### config.mk
export PLATFORM = sky130hd
export DESIGN_NAME = t0_char_rx
export DESIGN_NICKNAME = d
export VERILOG_FILES = /design/src/rtl/t0rx_pkg.sv /design/src/rtl/t0rx_frame.sv /design/src/rtl/t0rx_policy.sv /design/src/rtl/t0rx_errcnt.sv /design/src/rtl/t0_char_rx.sv
export SDC_FILE = /design/constraint.sdc
export NUM_CORES = 1
export LEC_CHECK = 0
export BUFFER_PORTS_ARGS = -buffer_cell sky130_fd_sc_hd__buf_2
export CORE_MARGIN = 1
export CORE_UTILIZATION = 51
export CTS_CLUSTER_SIZE = 30
export DETAILED_ROUTE_END_ITERATION = 8
export GPL_TIMING_DRIVEN = 1
export PLACE_DENSITY = 0.82
export SYNTH_ARGS = -nofsm -noshare
export SYNTH_HDL_FRONTEND = slang
export SYNTH_SLANG_ARGS = --single-unit
### constraint.sdc
create_clock -name clk -period 1.4 [get_ports clk]
set_input_delay 0.28 -clock clk [delete_from_list [all_inputs] [get_ports clk]]
set_output_delay 0.28 -clock clk [all_outputs]
set_load 0.01 [all_outputs]
### src/rtl/t0rx_pkg.sv
package t0rx_pkg;

  typedef enum logic [2:0] {
    ST_IDLE,
    ST_START,
    ST_DATA,
    ST_GAP,
    ST_SIGNAL,
    ST_GUARD
  } rx_state_e;

  typedef enum logic [1:0] {
    OUT_GOOD,
    OUT_NACK,
    OUT_INHIBIT,
    OUT_FORCED
  } outcome_e;

endpackage

### src/rtl/t0rx_frame.sv
module t0rx_frame
  import t0rx_pkg::*;
#(
  parameter int BIT_TICKS = 16
) (
  input  logic       clk,
  input  logic       rst_n,
  input  logic       tick_i,
  input  logic       line_i,
  input  logic       nack_i,
  output logic       done_o,
  output logic [7:0] byte_o,
  output logic       par_ok_o,
  output logic       drive_o
);

  localparam int CW = (BIT_TICKS > 1) ? $clog2(BIT_TICKS) : 1;
  localparam int HALF = BIT_TICKS / 2;
  localparam logic [CW-1:0] LAST  = CW'(BIT_TICKS - 1);
  localparam logic [CW-1:0] HLAST = CW'(HALF - 1);

  rx_state_e     st_q, st_d;
  logic [CW-1:0] cnt_q, cnt_d;
  logic [3:0]    idx_q, idx_d;
  logic [7:0]    sr_q, sr_d;
  logic          nack_q, nack_d;
  logic          done;

  always_comb begin
    st_d   = st_q;
    cnt_d  = cnt_q;
    idx_d  = idx_q;
    sr_d   = sr_q;
    nack_d = nack_q;
    done   = 1'b0;
    if (tick_i) begin
      case (st_q)
        ST_IDLE: begin
          if (!line_i) begin
            st_d  = ST_START;
            cnt_d = '0;
          end
        end
        ST_START: begin
          if (cnt_q == HLAST) begin
            cnt_d = '0;
            idx_d = '0;
            st_d  = line_i ? ST_IDLE : ST_DATA;
          end else begin
            cnt_d = cnt_q + 1'b1;
          end
        end
        ST_DATA: begin
          if (cnt_q == LAST) begin
            cnt_d = '0;
            if (idx_q == 4'd8) begin
              done = 1'b1;
              st_d = ST_GAP;
            end else begin
              sr_d  = {line_i, sr_q[7:1]};
              idx_d = idx_q + 1'b1;
            end
          end else begin
            cnt_d = cnt_q + 1'b1;
          end
        end
        ST_GAP: begin
          if (cnt_q == HLAST) begin
            cnt_d = '0;
            st_d  = ST_SIGNAL;
          end else begin
            cnt_d = cnt_q + 1'b1;
          end
        end
        ST_SIGNAL: begin
          if (cnt_q == LAST) begin
            cnt_d = '0;
            st_d  = ST_GUARD;
          end else begin
            cnt_d = cnt_q + 1'b1;
          end
        end
        ST_GUARD: begin
          if (cnt_q == LAST) begin
            cnt_d = '0;
            st_d  = ST_IDLE;
          end else begin
            cnt_d = cnt_q + 1'b1;
          end
        end
        default: st_d = ST_IDLE;
      endcase
    end
    if (done) nack_d = nack_i;
  end

  always_ff @(posedge clk or negedge rst_n) begin
    if (!rst_n) begin
      st_q   <= ST_IDLE;
      cnt_q  <= '0;
      idx_q  <= '0;
      sr_q   <= '0;
      nack_q <= 1'b0;
    end else begin
      st_q   <= st_d;
      cnt_q  <= cnt_d;
      idx_q  <= idx_d;
      sr_q   <= sr_d;
      nack_q <= nack_d;
    end
  end

  assign done_o   = done;
  assign byte_o   = sr_q;
  assign par_ok_o = ~(^sr_q ^ line_i);
  assign drive_o  = (st_q == ST_SIGNAL) && nack_q;


  nack_start_chk: assert property (@(posedge clk) disable iff (!rst_n)
    $rose(drive_o) |-> $past(st_q) == ST_GAP);


  nack_end_chk: assert property (@(posedge clk) disable iff (!rst_n)
    $fell(drive_o) |-> st_q == ST_GUARD);

endmodule

### src/rtl/t0rx_policy.sv
module t0rx_policy
  import t0rx_pkg::*;
#(
  parameter int MAXW = 3
) (
  input  logic            clk,
  input  logic            rst_n,
  input  logic            done_i,
  input  logic            par_ok_i,
  input  logic [7:0]      byte_i,
  input  logic            inhibit_i,
  input  logic            limit_en_i,
  input  logic [MAXW-1:0] max_i,
  input  logic            taken_i,
  input  logic            clr_inack_i,
  input  logic            clr_iter_i,
  output logic            nack_o,
  output logic [7:0]      data_o,
  output logic            ready_o,
  output logic            inack_o,
  output logic            iter_o
);

  localparam logic [MAXW-1:0] NCNT_TOP = {MAXW{1'b1}};

  outcome_e        outcome;
  logic [MAXW-1:0] ncnt_q, ncnt_d;
  logic [7:0]      hold_q, hold_d;
  logic            ready_q, ready_d;
  logic            inack_q, inack_d;
  logic            iter_q, iter_d;

  always_comb begin
    if (par_ok_i)                            outcome = OUT_GOOD;
    else if (inhibit_i)                      outcome = OUT_INHIBIT;
    else if (limit_en_i && (ncnt_q >= max_i)) outcome = OUT_FORCED;
    else                                     outcome = OUT_NACK;
  end

  always_comb begin
    ncnt_d  = ncnt_q;
    hold_d  = hold_q;
    ready_d = ready_q & ~taken_i;
    inack_d = inack_q & ~clr_inack_i;
    iter_d  = iter_q & ~clr_iter_i;
    if (done_i) begin
      case (outcome)
        OUT_GOOD: begin
          hold_d  = byte_i;
          ready_d = 1'b1;
          ncnt_d  = '0;
        end
        OUT_INHIBIT: begin
          hold_d  = byte_i;
          inack_d = 1'b1;
        end
        OUT_FORCED: begin
          hold_d  = byte_i;
          ready_d = 1'b1;
          iter_d  = 1'b1;
          ncnt_d  = '0;
        end
        default: begin
          if (ncnt_q != NCNT_TOP) ncnt_d = ncnt_q + 1'b1;
        end
      endcase
    end
  end

  always_ff @(posedge clk or negedge rst_n) begin
    if (!rst_n) begin
      ncnt_q  <= '0;
      hold_q  <= '0;
      ready_q <= 1'b0;
      inack_q <= 1'b0;
      iter_q  <= 1'b0;
    end else begin
      ncnt_q  <= ncnt_d;
      hold_q  <= hold_d;
      ready_q <= ready_d;
      inack_q <= inack_d;
      iter_q  <= iter_d;
    end
  end

  assign nack_o  = done_i && (outcome == OUT_NACK);
  assign data_o  = hold_q;
  assign ready_o = ready_q;
  assign inack_o = inack_q;
  assign iter_o  = iter_q;


  inack_sticky_chk: assert property (@(posedge clk) disable iff (!rst_n)
    (inack_q && !clr_inack_i) |=> inack_q);


  iter_sticky_chk: assert property (@(posedge clk) disable iff (!rst_n)
    (iter_q && !clr_iter_i) |=> iter_q);


  inhibit_store_chk: assert property (@(posedge clk) disable iff (!rst_n)
    (done_i && !par_ok_i && inhibit_i) |=> data_o == $past(byte_i));


  good_resets_chk: assert property (@(posedge clk) disable iff (!rst_n)
    (done_i && par_ok_i) |=> ncnt_q == '0);

endmodule

### src/rtl/t0rx_errcnt.sv
module t0rx_errcnt #(
  parameter int ERRW = 8
) (
  input  logic            clk,
  input  logic            rst_n,
  input  logic            inc_i,
  input  logic            clr_i,
  output logic [ERRW-1:0] cnt_o
);

  localparam logic [ERRW-1:0] TOP = {ERRW{1'b1}};

  logic [ERRW-1:0] cnt_q, cnt_d;

  always_comb begin
    cnt_d = cnt_q;
    if (clr_i)                        cnt_d = inc_i ? ERRW'(1) : '0;
    else if (inc_i && (cnt_q != TOP)) cnt_d = cnt_q + 1'b1;
  end

  always_ff @(posedge clk or negedge rst_n) begin
    if (!rst_n) cnt_q <= '0;
    else        cnt_q <= cnt_d;
  end

  assign cnt_o = cnt_q;


  no_wrap_chk: assert property (@(posedge clk) disable iff (!rst_n)
    (cnt_q == TOP && !clr_i) |=> cnt_q == TOP);


  read_clears_chk: assert property (@(posedge clk) disable iff (!rst_n)
    clr_i |=> cnt_q <= ERRW'(1));

endmodule

### src/rtl/t0_char_rx.sv
module t0_char_rx #(
  parameter int BIT_TICKS = 16,
  parameter int MAXW      = 3,
  parameter int ERRW      = 8
) (
  input  logic            clk,
  input  logic            rst_n,
  input  logic            bit_tick,
  input  logic            io_line,
  output logic            io_pull_low,
  input  logic            cfg_nack_inhibit,
  input  logic            cfg_nack_limit_en,
  input  logic [MAXW-1:0] cfg_nack_max,
  output logic [7:0]      rx_byte,
  output logic            rx_ready,
  input  logic            rx_taken,
  output logic [ERRW-1:0] err_count,
  input  logic            err_count_rd,
  output logic            inack_flag,
  input  logic            inack_clr,
  output logic            iter_flag,
  input  logic            iter_clr
);

  logic [1:0] rst_sync_q;
  logic       rst_core_n;
  logic       frm_done;
  logic [7:0] frm_byte;
  logic       frm_par_ok;
  logic       pol_nack;

  always_ff @(posedge clk or negedge rst_n) begin
    if (!rst_n) rst_sync_q <= 2'b00;
    else        rst_sync_q <= {rst_sync_q[0], 1'b1};
  end
  assign rst_core_n = rst_sync_q[1];

  t0rx_frame #(.BIT_TICKS(BIT_TICKS)) u_frame (
    .clk      (clk),
    .rst_n    (rst_core_n),
    .tick_i   (bit_tick),
    .line_i   (io_line),
    .nack_i   (pol_nack),
    .done_o   (frm_done),
    .byte_o   (frm_byte),
    .par_ok_o (frm_par_ok),
    .drive_o  (io_pull_low)
  );

  t0rx_policy #(.MAXW(MAXW)) u_policy (
    .clk         (clk),
    .rst_n       (rst_core_n),
    .done_i      (frm_done),
    .par_ok_i    (frm_par_ok),
    .byte_i      (frm_byte),
    .inhibit_i   (cfg_nack_inhibit),
    .limit_en_i  (cfg_nack_limit_en),
    .max_i       (cfg_nack_max),
    .taken_i     (rx_taken),
    .clr_inack_i (inack_clr),
    .clr_iter_i  (iter_clr),
    .nack_o      (pol_nack),
    .data_o      (rx_byte),
    .ready_o     (rx_ready),
    .inack_o     (inack_flag),
    .iter_o      (iter_flag)
  );

  t0rx_errcnt #(.ERRW(ERRW)) u_errcnt (
    .clk   (clk),
    .rst_n (rst_core_n),
    .inc_i (frm_done && !frm_par_ok),
    .clr_i (err_count_rd),
    .cnt_o (err_count)
  );


  taken_clears_chk: assert property (@(posedge clk) disable iff (!rst_core_n)
    (rx_taken && !frm_done) |=> !rx_ready);

endmodule

# --- Word-level counts from Yosys, hierarchy flattened ---
# Cells that the tools add are included.
classes:
  addsub: 4
  n_lt_le_gt_ge: 1
  eq_ne: 21
  mux: 35
  n_bitwise: 9
  reduce_logical: 22
op_table:
  columns: ["op", "n"]
  rows:
  - ["$mux 3", 8]
  - ["$mux 4", 6]
  - ["$pmux 3 s6", 1]
  - ["$mux 8", 2]
  - ["$ne 2x1->1 const B", 6]
  - ["$pmux 4 s3", 1]
  - ["$mux 1", 11]
  - ["$add 4x1->4 const B", 2]
  - ["$add 8x1->8 const B", 1]
  - ["$eq 4x4->1 const B", 2]
  - ["$mux 2", 4]
  - ["$ne 8x8->1 const B", 1]
  - ["$pmux 4 s2", 1]
  - ["$reduce_and 8->1", 1]
  - ["$reduce_xor 8->1", 1]
  - ["$eq 3x2->1 const B", 2]
  - ["$eq 3x3->1 const B", 2]
  - ["$pmux 3 s2", 1]
  - ["$reduce_and 3->1", 2]
  - ["$reduce_bool 2->1", 3]
  - ["$reduce_or 3->1", 2]
  - ["$logic_and 1x1->1", 5]
  - ["$not 1->1", 5]
  - ["$reduce_and 5->1", 1]
  - ["other kinds (16)", 21]
totals:
  reg_bits: 44
  wordCells: 104

# --- Longest topological paths before layout ---
# Gate-level depths: netlist (run 1).
depth:
  word_depth: 9
  mapped_depth: 11

# --- By module ---
# From an unflattened synthesis (run 1), not the netlist that was laid out.
hier_totals:
  cells_unflattened: 224
  hier_area_um2: 2491.1
by_module_without_submodules:
  columns: ["mod", "n_inst", "cells_each", "area_each_um2", "seq_area_each_um2"]
  rows:
  - ["t0rx_frame", 1, 111, 1213.7, 500.5]
  - ["t0rx_policy", 1, 62, 737.0, 350.3]
  - ["t0rx_errcnt", 1, 47, 473.0, 200.2]
  - ["t0_char_rx", 1, 4, 67.6, 50.0]

# --- Worst setup path after synthesis (run 1) ---
# Ideal clock, no wire load.
synth_path:
  kind: "reg2reg"
  start: "register u_frame.sr_q[2] (netlist: u_frame.byte_o[2])"
  end: "register u_policy.hold_q[0] (netlist: u_policy.data_o[0])"
  setup_time_ns: 0.125
  arrival_ns: 2.634
  slack_ns: -1.359
  path_stages_with_launch: 9
  n_path_buf: 1
  cell_sequence: "dfrtp_1 -> xor2_1 -> xnor3_2 -> xnor2_4 -> buf_2 -> or2_2 -> ha_1 -> nor2_1 -> mux2_2"
synth_via:
  elab_chain_cells: 6
synth_rtl:
  columns: ["item", "line_no", "rtl"]
  rows:
  - ["from (decl)", "t0rx_frame.sv:25", "logic [7:0] sr_q, sr_d;"]
  - ["from (signal assigned)", "t0rx_frame.sv:108", "sr_q <= sr_d;"]
  - ["$reduce_xor 8->1 (*)", "t0rx_frame.sv:115", "assign par_ok_o = ~(^sr_q ^ line_i);"]
  - ["$xor 1x1->1 (*)", "t0rx_frame.sv:115", null]
  - ["$mux 2 (*)", "t0rx_policy.sv:34", "if (par_ok_i) outcome = OUT_GOOD;"]
  - ["$eq 2x2->1 or $logic_not 2->1 (tied branches)", "t0rx_policy.sv:47", "case (outcome)"]
  - ["$reduce_or 3->1 (no source line) (*)", null, null]
  - ["$reduce_and 2->1 (no source line) (*)", null, null]
  - ["to (signal assigned)", "t0rx_policy.sv:79", "hold_q <= hold_d;"]
  - ["to (decl)", "t0rx_policy.sv:28", "logic [7:0] hold_q, hold_d;"]
# Every way passes the cells marked *; elsewhere a longest branch is shown, timed or not.
# A chain may end at the register's enable or synchronous reset.

# --- Worst setup path in the final report (run 1) ---
layout_path:
  start: "register u_frame.sr_q[4] (netlist: u_frame.byte_o[4])"
  end: "register u_policy.hold_q[1] (netlist: u_policy.data_o[1])"
# Same word-level chain as after synthesis.

==> results.sh, run 1 <==
export IMPL_grt_first_pass_wirelength_um=11920
export IMPL_synthFlopType="dfrtp_1"
export IMPL_timing_final_crit_share=1.779
export IMPL_ys_warn_count=0
export IMPL_numPortBuffers=32
export IMPL_cts_root_buf="clkbuf_8"
export IMPL_ir_worst_vdd_uv=824.9
export IMPL_die_y_um=70.83
export IMPL_finClkSkew_ns=0.01795
export IMPL_place_detailed_hpwl_um=4211
export IMPL_nNetsFinal=373
export IMPL_cp_data_required_time_ns=1.58
export IMPL_min_path_type="input pin to flop"
export IMPL_grtUsageTotal=0.3102
export IMPL_leakagePower_nw=1.901
export IMPL_finalCriticalPeriod_ns=2.491
export IMPL_routed_via_count=2474
export IMPL_ys_types=48
export IMPL_setup_violations_final=43
export IMPL_critPathMaxFanout=8
export IMPL_rsz0062_at_grt="yes"
export IMPL_reg2reg_to="u_policy.data_o[1]"
export IMPL_powerDensity_nw_per_um2=833.7
export IMPL_setup_tns_ns=-25.27
export IMPL_timing_max_cap_violations=0
export IMPL_clkSinkCount=44
export IMPL_failed_checks="setup timing"
export IMPL_synth_seq_cells=44
export IMPL_status="complete, but fails checks"
export IMPL_ant_nets=0
export IMPL_grt_max_degree=27
export IMPL_hold_viol_final=0
export IMPL_p_total_mw=3.212
export IMPL_place_congestion=0.8281
export IMPL_drive_above_1_share=0.5931
export IMPL_cts_tree="built"
export IMPL_final_cells=401
export IMPL_utilization=0.8668
export IMPL_cp_endpoint="u_policy.data_o[1]"
export IMPL_crit_path_start="u_frame.byte_o[4]"
export IMPL_top_level_ports=33
export IMPL_clock_path_buffers=2
export IMPL_dieWidth_um=70.83
export IMPL_grt_antenna_before_repair=0
export IMPL_overflow=0
export IMPL_rrSetupSlack_ns=-1.09
export IMPL_syn_area_per_cell_um2=10.33
export IMPL_seq_area_um2=1104
export IMPL_seq_area_frac_synth=0.4557
export IMPL_rr_worst_depth=8
export IMPL_r2r_start="u_frame.byte_o[4]"
export IMPL_dp_cells=372
export IMPL_whs_ns=0.1426
export IMPL_final_area_um2=3852
export IMPL_core_area_um2=4444
export IMPL_syn_nets=259
export IMPL_dieArea_um2=5017
export IMPL_critPathKind="flop to flop"
export IMPL_place_ws_ns=-1.040
export IMPL_cts_buffers_inserted=5
export IMPL_drv_slew=0
export IMPL_drt_iter0_drc=233
export IMPL_initial_core_util=0.5436
export IMPL_rows=24
export IMPL_n_fill_cell=184
export IMPL_synth_cells=234
export IMPL_wl_um=8366
export IMPL_startpoint_type="flop"
export IMPL_grt_pass1_vias=2424
export IMPL_multi_input_area_um2=1675
export IMPL_async_flop_share=1.000
export IMPL_maxClockFrequency_mhz=401.5
export IMPL_htree_levels=2
export IMPL_dpl_cell_area_um2=3177
export IMPL_synth_enable_flop_cells=0
export IMPL_synth_area_um2=2416
export IMPL_finalWorstSetupSlack_ns=-1.091
export IMPL_worstPathArrival_ns=2.67
export IMPL_post_drt_wl_per_cell_um=20.86
export IMPL_via_per_inst=6.170
export IMPL_clkLatencyLatePin_ns=0.31
export IMPL_areaGrowthSynthToFinish_pct=59.45
export IMPL_drt_pass1_iterations=6
export IMPL_cp_end_kind="flop"
export IMPL_clk_pin_slew_worst_paths_ns=0.09
export IMPL_drc_errors=0
export IMPL_diodes=0
==> logic make-up (layout without fill, tap and decap cells) <==
family,after synthesis,after routing,synth area share
AND/OR/NAND/NOR,85,86,0.1911
flip-flops,44,44,0.4557
AO/OA/AOI/OAI,40,41,0.1031
buffers and inverters,24,137,0.04505
multiplexers,20,20,0.09270
adder cells (fa/ha/maj),12,12,0.06214
XOR/XNOR,8,8,0.04868
other,1,1,0.001552
==> placed cells by master, fill, tap and decap left out, types with 6 or more instances in the layout <==
cell | Yosys | routed
mux2_2 | 19 | 11
ha_1 | 12 | 7
inv_1 | 17 | 14
nor2_1 | 14 | 9
mux2_4 | 0 | 8
nand2_1 | 22 | 16
buf_6 | 1 | 13
buf_2 | 3 | 31
buf_4 | 2 | 64
dfrtp_1 | 44 | 42
clkbuf_8 | 0 | 6
nand3_1 | 12 | 9
==> per-layer routing <==
metal	GRT usage	up-vias	wire [um]
li1	-	1061	-
met1	0.3881	1245	3242
met2	0.5331	133	4282
met3	0.05128	35	535
met4	0.1356	0	305
met5	0	-	0
==> sequential cells by signal, summed over array words and instances, names as in the netlist <==
signal	count
u_frame.byte_o	8
u_frame.idx_q	4
u_policy.data_o	8
u_frame.st_q	3
rst_sync_q	2
u_frame.nack_q	1
u_frame.cnt_q	4
u_errcnt.cnt_o	8
u_policy.ready_o	1
u_policy.iter_o	1
u_policy.inack_o	1
u_policy.ncnt_q	3
==> worst min path at each step <==
stage | start | end | slack, ns | depth (start not counted)
finish | rx_taken | u_policy.ready_o | 0.14 | 2
global route | rx_taken | u_policy.ready_o | 0.13 | 2
floorplan | rst_n | rst_sync_q[0] | -0.02 | 0
global placement | rst_n | rst_sync_q[0] | 0.07 | 1
CTS | rx_taken | u_policy.ready_o | 0.14 | 2
detailed placement | rst_n | rst_sync_q[0] | 0.07 | 1
==> cell type report <==
cell class              count  area share
multi-input cells         168      0.4349
flip-flops and latches     44      0.2865
repair buffers            112      0.2212
clock buffers               6     0.02144
well taps                  52     0.01689
inverters                  17     0.01656
clock inverters             2    0.002598
==> where the power goes <==
part	total [mW]	leakage, nW	internal, mW	switching [mW]
Combinational	0.984	1.25	0.497	0.487
Clock	0.849	0.0510	0.395	0.454
Sequential	1.38	0.604	1.33	0.0538
Total	3.21	1.90	2.22	0.995
==> critical path, stage by stage, from the launching register on <==
cell and delay, ns:
dfrtp_1 0.41, xnor2_1 0.20, xnor3_2 0.52, xnor2_4 0.17, or2_4 0.26, ha_2 0.20, nor2_4 0.13, buf_12 0.14
mux2_2 0.34
==> cell usage after synthesis, types with 4 or more instances <==
cell | count | share of area
dfrtp_1 | 44 | 0.46
nand2_1 | 22 | 0.034
mux2_2 | 19 | 0.089
inv_1 | 17 | 0.026
nor2_1 | 14 | 0.022
o21ai_0 | 14 | 0.029
ha_1 | 12 | 0.062
nand3_1 | 12 | 0.025
a21oi_1 | 9 | 0.019
nor2b_1 | 6 | 0.016
o31ai_1 | 5 | 0.016
nand2b_1 | 4 | 0.010
or4_1 | 4 | 0.012
==> timing repair <==
action                     CTS  global route
resized for setup           57            29
hold endpoints to repair     2             0
setup buffers               11            10
hold buffers                 1             0
gates cloned                 2             0
pin swaps                   18            12
setup endpoints to repair   43            43
No activity file was read; power rests on OpenSTA's default activity.
==> run 2: changes to the inputs <==
--- a/config.mk
+++ b/config.mk
@@ -5,13 +5,14 @@
 export SDC_FILE = /design/constraint.sdc
 export NUM_CORES = 1
 export LEC_CHECK = 0
+export ABC_AREA = 1
 export BUFFER_PORTS_ARGS = -buffer_cell sky130_fd_sc_hd__buf_2
 export CORE_MARGIN = 1
-export CORE_UTILIZATION = 51
+export CORE_UTILIZATION = 52
 export CTS_CLUSTER_SIZE = 30
 export DETAILED_ROUTE_END_ITERATION = 8
 export GPL_TIMING_DRIVEN = 1
-export PLACE_DENSITY = 0.82
+export PLACE_DENSITY = 0.83
 export SYNTH_ARGS = -nofsm -noshare
 export SYNTH_HDL_FRONTEND = slang
 export SYNTH_SLANG_ARGS = --single-unit
==> run 2 against run 1 <==
- the flow still finishes with violations (setup timing)
- non-clock buffer count increased by 16
- design area increased by 6.0%
- critical path depth increased by 6
- hold slack got worse by 0.0044 ns
- highest routed layer unchanged
==> results.sh, run 2 <==
export IMPL_status="complete, but fails checks"
export IMPL_failed_checks="setup timing"
export IMPL_worstPathArrival_ns=2.67
export IMPL_internal_power_mw=2.858
export IMPL_die_y_um=70.75
export IMPL_powerDensity_nw_per_um2=1148
export IMPL_synth_cells=306
export IMPL_cts_tree="built"
export IMPL_clk_pin_slew_worst_paths_ns=0.09
export IMPL_clkPwrFrac=0.190
export IMPL_diodes=0
export IMPL_critPathKind="flop to flop"
export IMPL_clock_path_buffers=2
export IMPL_seq_area_frac_synth=0.4481
export IMPL_cts_root_buf="clkbuf_8"
export IMPL_timing_final_crit_share=1.752
export IMPL_drt_iter0_drc=424
export IMPL_post_drt_wl_per_cell_um=23.95
export IMPL_min_path_type="input pin to flop"
export IMPL_syn_nets=331
export IMPL_setup_violations_final=43
export IMPL_place_detailed_hpwl_um=4204
export IMPL_synth_top_cell_by_area="dfrtp_1"
export IMPL_switching_share=0.3901
export IMPL_numPortBuffers=32
export IMPL_rsz0062_at_grt="yes"
export IMPL_dieWidth_um=70.75
export IMPL_synth_area_um2=2457
export IMPL_htree_levels=2
export IMPL_areaGrowthSynthToFinish_pct=66.14
export IMPL_ys_types=31
export IMPL_critPathMaxFanout=4
export IMPL_hold_viol_final=0
export IMPL_synth_top_area_frac=0.4481
export IMPL_startpoint_type="flop"
export IMPL_async_flop_share=1.000
export IMPL_rows=24
export IMPL_wl_um=11810
export IMPL_final_area_um2=4083
export IMPL_ir_worst_vdd_uv=1163
export IMPL_utilization=0.9186
export IMPL_setup_tns_ns=-24.00
export IMPL_maxClockFrequency_mhz=407.6
export IMPL_grt_pass1_vias=2903
export IMPL_via_per_inst=6.394
export IMPL_place_congestion=0.8805
export IMPL_drv_slew=0
export IMPL_nNetsFinal=465
export IMPL_syn_area_per_cell_um2=8.031
export IMPL_cp_data_required_time_ns=1.62
export IMPL_yosysMostFrequentCell="nand2_1"
export IMPL_cts_buffers_inserted=5
export IMPL_drt_pass1_iterations=7
export IMPL_whs_ns=0.1382
export IMPL_final_cell_mix="buf_4 (75), nand2_2 (43), dfrtp_1 (41), nand2_1 (33), buf_2 (32)"
export IMPL_core_area_um2=4444
export IMPL_cp_end_kind="flop"
export IMPL_grt_first_pass_wirelength_um=13730
export IMPL_mostFrequentLayoutCell="buf_4"
export IMPL_grtUsageTotal=0.3620
export IMPL_grt_antenna_before_repair=0
export IMPL_grt_max_degree=33
export IMPL_seqPwrFrac=0.318
export IMPL_clkSinkCount=44
export IMPL_comb_power_share=0.492
export IMPL_p_total_mw=4.687
export IMPL_synth_seq_cells=44
export IMPL_top_level_ports=33
export IMPL_dieArea_um2=5005
export IMPL_routed_via_count=3152
export IMPL_synth_area_leaders="dfrtp_1 (45%), nand2_1 (13%), ha_1 (6.1%)"
export IMPL_p_switching_mw=1.829
export IMPL_synth_enable_flop_cells=0
export IMPL_ys_warn_count=0
export IMPL_drc_errors=0
export IMPL_finalWorstSetupSlack_ns=-1.053
export IMPL_dpl_cell_area_um2=3166
export IMPL_ant_nets=0
export IMPL_leakagePower_nw=2.085
export IMPL_overflow=0
export IMPL_drive_above_1_share=0.6304
export IMPL_synth_common_cells="nand2_1 (82), dfrtp_1 (44), inv_1 (37)"
export IMPL_clkLatencyLatePin_ns=0.32
export IMPL_initial_core_util=0.5529
export IMPL_synthFlopType="dfrtp_1"
export IMPL_timing_max_cap_violations=0
export IMPL_finClkSkew_ns=0.007572
export IMPL_finalCriticalPeriod_ns=2.453
==> run 2: changes by cell type in the layout (fill, tap and decap cells not counted), sizes merged, moves of 6 or more <==
cell	delta
buf	+16
nor2	+12
inv	+24
nand3	+8
mux2	-19
o21ai	+20
nand2	+67
nor2b	-6
==> run 2: cell type report <==
cell class	instances	area, um2
inverter	41	161.4
sequential	44	1105
timing repair buffer	128	958.4
clock inverter	2	10.01
multi-input combinational	220	1700
clock buffer	6	82.58
fill	141	361.6
tap	52	65.06
==> run 2: power by group through the flow <==
stage               sequential (mW)  combinational [mW]  clock (mW)
floorplan                      1.50               0.570           0
global placement               1.46                1.11           0
detailed placement             1.47                1.15           0
CTS                            1.46                1.43       0.855
global route                   1.50                2.41       0.918
finish                         1.49                2.30       0.890
==> run 2: kinds of logic after synthesis <==
kind of cell	Yosys count	synth area share
AOI/OAI and AO/OA	51	0.1197
xor gates and xnor gates	5	0.01782
adders and majority gates	12	0.06110
buffers and inverters	45	0.07891
DFF	44	0.4481
other	1	0.001526
and+or+nand+nor	148	0.2729
==> run 2: path summary, 6_finish.rpt <==
| check | depth (start not counted) | startpoint | to | slack [ns] |
|---|---|---|---|---|
| max in group asynchronous | 1 | rst_sync_q[1] | u_frame.byte_o[5] | 0.72 |
| min in group asynchronous | 1 | rst_sync_q[1] | u_policy.ready_o | 0.22 |
| worst min-delay path | 2 | iter_clr | u_policy.iter_o | 0.14 |
| worst min register to register | 1 | rst_sync_q[1] | u_policy.ready_o | 0.22 |
| worst max-delay path | 14 | u_frame.byte_o[6] | u_policy.ncnt_q[1] | -1.05 |
| worst max register to register | 14 | u_frame.byte_o[6] | u_policy.ncnt_q[1] | -1.05 |
==> run 2: metal layers <==
metal / wire, um / part of all wire / global-route usage / up-vias
li1: - / - / - / 1261
met4: 960 / 0.081 / 0.2422 / 0
met5: 0 / 0 / 0 / -
met3: 1324 / 0.11 / 0.07977 / 122
met2: 5398 / 0.46 / 0.6122 / 307
met1: 4123 / 0.35 / 0.4119 / 1462
==> run 2: per-stage QoR <==
stage          worst slack, ns  cells
4_1_cts                -0.6715    470
5_1_grt                 -1.088    493
3_3_place_gp           -0.6183    446
6_report                -1.053    493
2_1_floorplan          -0.6273    306
3_5_place_dp           -0.7823    446
==> run 2: worst max-delay path, stage by stage (launching register included) <==
cell and delay [ns]:
dfrtp_1 0.46, xor2_2 0.24, inv_1 0.09, nand2_2 0.15, nand2_2 0.09, nand2_4 0.10, nand2_4 0.07, buf_4 0.15
nor2_4 0.21, ha_4 0.25, inv_4 0.06, buf_4 0.10, buf_6 0.10, nand2_1 0.06, o21ai_1 0.24
==> run 2: repair_timing <==
item                                    CTS  global route
endpoints found under the setup margin   42            43
gates resized for setup                  74            93
buffers inserted                         17            26
hold endpoints to repair                  2             0
hold buffers                              1             0
pin swaps                                33            48
gates cloned                              3             0
==> run 3: changes to the inputs <==
--- a/config.mk
+++ b/config.mk
@@ -13,6 +13,7 @@
 export DETAILED_ROUTE_END_ITERATION = 8
 export GPL_TIMING_DRIVEN = 1
 export PLACE_DENSITY = 0.83
+export REMOVE_ABC_BUFFERS = 1
 export SYNTH_ARGS = -nofsm -noshare
 export SYNTH_HDL_FRONTEND = slang
 export SYNTH_SLANG_ARGS = --single-unit
==> run 3 against run 2 <==
- the run ends with DRC, setup timing left
- critical path depth unchanged
- global-route usage decreased by 2.2 points
- via count is 6.6% higher
- power rose by 0.38%
- register-to-register slack better by 0.14 ns
- die area stayed put
- clock power is 20% higher
- combinational power fell by 7%
- clock-buffer cell count is 1 lower
- first-iteration DRC count is 34% higher
- cell count increased by 1.6%
- critical path type unchanged
- critical endpoint unchanged
- highest routed layer unchanged
==> results.sh, run 3 (synthesis gave the netlist of run 2 again) <==
export IMPL_worstPathArrival_ns=2.51
export IMPL_multi_input_area_um2=1740
export IMPL_r2r_start="u_frame.byte_o[7]"
export IMPL_clk_pin_slew_worst_paths_ns=0.11
export IMPL_rr_worst_depth=14
export IMPL_core_area_um2=4444
export IMPL_initial_core_util=0.5529
export IMPL_path_buf_inv=3
export IMPL_whs_endpoint="u_policy.ready_o"
export IMPL_finClkSkew_ns=0.02026
export IMPL_die_y_um=70.75
export IMPL_final_area_um2=4267
export IMPL_leakagePower_nw=2.116
export IMPL_grt_antenna_before_repair=1
export IMPL_rsz0062_at_grt="yes"
export IMPL_grt_pass1_vias=2846
export IMPL_timing_final_crit_share=1.656
export IMPL_top_level_ports=33
export IMPL_rrSetupSlack_ns=-0.92
export IMPL_status="complete, but fails checks"
export IMPL_powerDensity_nw_per_um2=1103
export IMPL_dieArea_um2=5005
export IMPL_finalCriticalPeriod_ns=2.318
export IMPL_wl_um=12550
export IMPL_areaGrowthSynthToFinish_pct=73.63
export IMPL_cp_cell_sequence="xor2_1 -> inv_1 -> nand2_4 -> nand2_4 -> nand2_4 -> nand2_2 -> o21ai_2 -> inv_2 -> ha_4 -> inv_4 -> a21oi_4 -> nand2_4 -> nand2_2 -> o21ai_1"
export IMPL_grtUsageTotal=0.3396
export IMPL_clock_path_buffers=2
export IMPL_rows=24
export IMPL_drt_pass1_iterations=8
export IMPL_place_congestion=0.8578
export IMPL_dpl_cell_area_um2=3105
export IMPL_cp_top_family="simple AND/OR/NAND/NOR gates"
export IMPL_slowest_stage="dfrtp_1"
export IMPL_timing_max_cap_violations=0
export IMPL_utilization=0.9600
export IMPL_via_per_inst=6.709
export IMPL_hp_start="rx_taken"
export IMPL_cts_tree="built"
export IMPL_routed_via_count=3361
export IMPL_cp_end_kind="flop"
export IMPL_setup_violations_final=44
export IMPL_grt_max_degree=33
export IMPL_nNetsFinal=472
export IMPL_final_cell_mix="buf_4 (80), nand2_1 (41), dfrtp_1 (41), buf_2 (31), nand2_2 (28)"
export IMPL_post_drt_wl_per_cell_um=25.04
export IMPL_hold_viol_final=0
export IMPL_seq_area_um2=1105
export IMPL_maxClockFrequency_mhz=431.4
export IMPL_clkSinkCount=44
export IMPL_path_common_cell="nand2_4"
export IMPL_cts_root_buf="clkbuf_8"
export IMPL_htree_levels=2
export IMPL_critPathKind="flop to flop"
export IMPL_overflow=0
export IMPL_whs_path_depth=2
export IMPL_drive_above_1_share=0.6228
export IMPL_ir_worst_vdd_uv=1507
export IMPL_drt_iter0_drc=568
export IMPL_dieWidth_um=70.75
export IMPL_reg2reg_to="u_policy.ncnt_q[1]"
export IMPL_clkLatencyLatePin_ns=0.33
export IMPL_numPortBuffers=32
export IMPL_n_fill_cell=103
export IMPL_grt_first_pass_wirelength_um=12840
export IMPL_cp_data_required_time_ns=1.59
export IMPL_max_stage_delay_ns=0.44
export IMPL_drv_slew=0
export IMPL_ant_nets=0
export IMPL_place_detailed_hpwl_um=4132
export IMPL_drc_errors=12
export IMPL_min_path_type="input pin to flop"
export IMPL_cts_buffers_inserted=5
export IMPL_finalWorstSetupSlack_ns=-0.9182
export IMPL_startpoint_type="flop"
export IMPL_mostFrequentLayoutCell="buf_4"
export IMPL_failed_checks="DRC, setup timing"
export IMPL_critPathMaxFanout=6
run 3: changes by cell type in the layout (fill, tap and decap cells not counted), moves of 4 or more:
| cell | before | now |
|---|---|---|
| buf_4 | 75 | 80 |
| nand2_2 | 43 | 28 |
| a21oi_2 | 5 | 1 |
| nand2_1 | 33 | 41 |
| nand2_4 | 14 | 19 |
run 3: cell type report:
| cell class | count | area share |
|---|---|---|
| multi-input cells | 219 | 0.4079 |
| flip-flops and latches | 44 | 0.2589 |
| repair buffers | 136 | 0.2528 |
| inverters | 41 | 0.03842 |
| clock buffers | 5 | 0.01613 |
| well taps | 52 | 0.01525 |
| clock inverters | 3 | 0.009971 |
| diodes | 1 | 0.0005865 |
run 3: repair_timing:
| action | in CTS | in global routing |
|---|---|---|
| hold buffers | 1 | 0 |
| cloned | 3 | 0 |
| setup buffers | 31 | 22 |
| pin swaps | 23 | 45 |
| endpoints found under the hold margin | 2 | 0 |
| endpoints found under the setup margin | 42 | 43 |
| gates resized for setup | 82 | 117 |
run 3: through the flow:
step                setup slack, ns  instances  hold WS, ns  power, mW  setup TNS (ns)
finish                      -0.9182        501       0.1787      4.705          -21.87
global route                 -1.003        500       0.1593      4.814          -23.94
CTS                         -0.6427        486       0.1507      3.894          -11.94
detailed placement          -0.9036        446      0.07049      2.533          -16.22
global placement            -0.7075        446      0.06717      2.494          -12.96
floorplan                   -0.8179        302     -0.01559      1.992          -11.68
run 3: metal layers:
metal  part of all wire  vias to the layer above  global-route usage
met5                  0                        -                   0
met4               0.11                        0              0.2578
met3               0.11                      174             0.08120
met2               0.46                      377              0.5876
met1               0.31                     1540              0.3578
li1                   -                     1270                   -
run 3: worst max path at each step:
stage	from	slack, ns	cells after the start	endpoint
after floorplan	u_frame.byte_o[3]	-0.82	14	u_policy.data_o[0]
after global placement	u_frame.byte_o[3]	-0.71	16	u_policy.ncnt_q[0]
after detailed placement	u_frame.byte_o[5]	-0.90	16	u_policy.ncnt_q[0]
after CTS	u_frame.byte_o[2]	-0.64	16	u_policy.ncnt_q[0]
after global routing	u_frame.byte_o[1]	-1.00	16	u_policy.ncnt_q[0]
final	u_frame.byte_o[7]	-0.92	14	u_policy.ncnt_q[1]
run 3: power by group:
| group | switching (mW) | total (mW) | internal, mW |
|---|---|---|---|
| Sequential | 0.122 | 1.49 | 1.37 |
| Clock | 0.540 | 1.07 | 0.530 |
| Combinational | 1.15 | 2.14 | 0.995 |
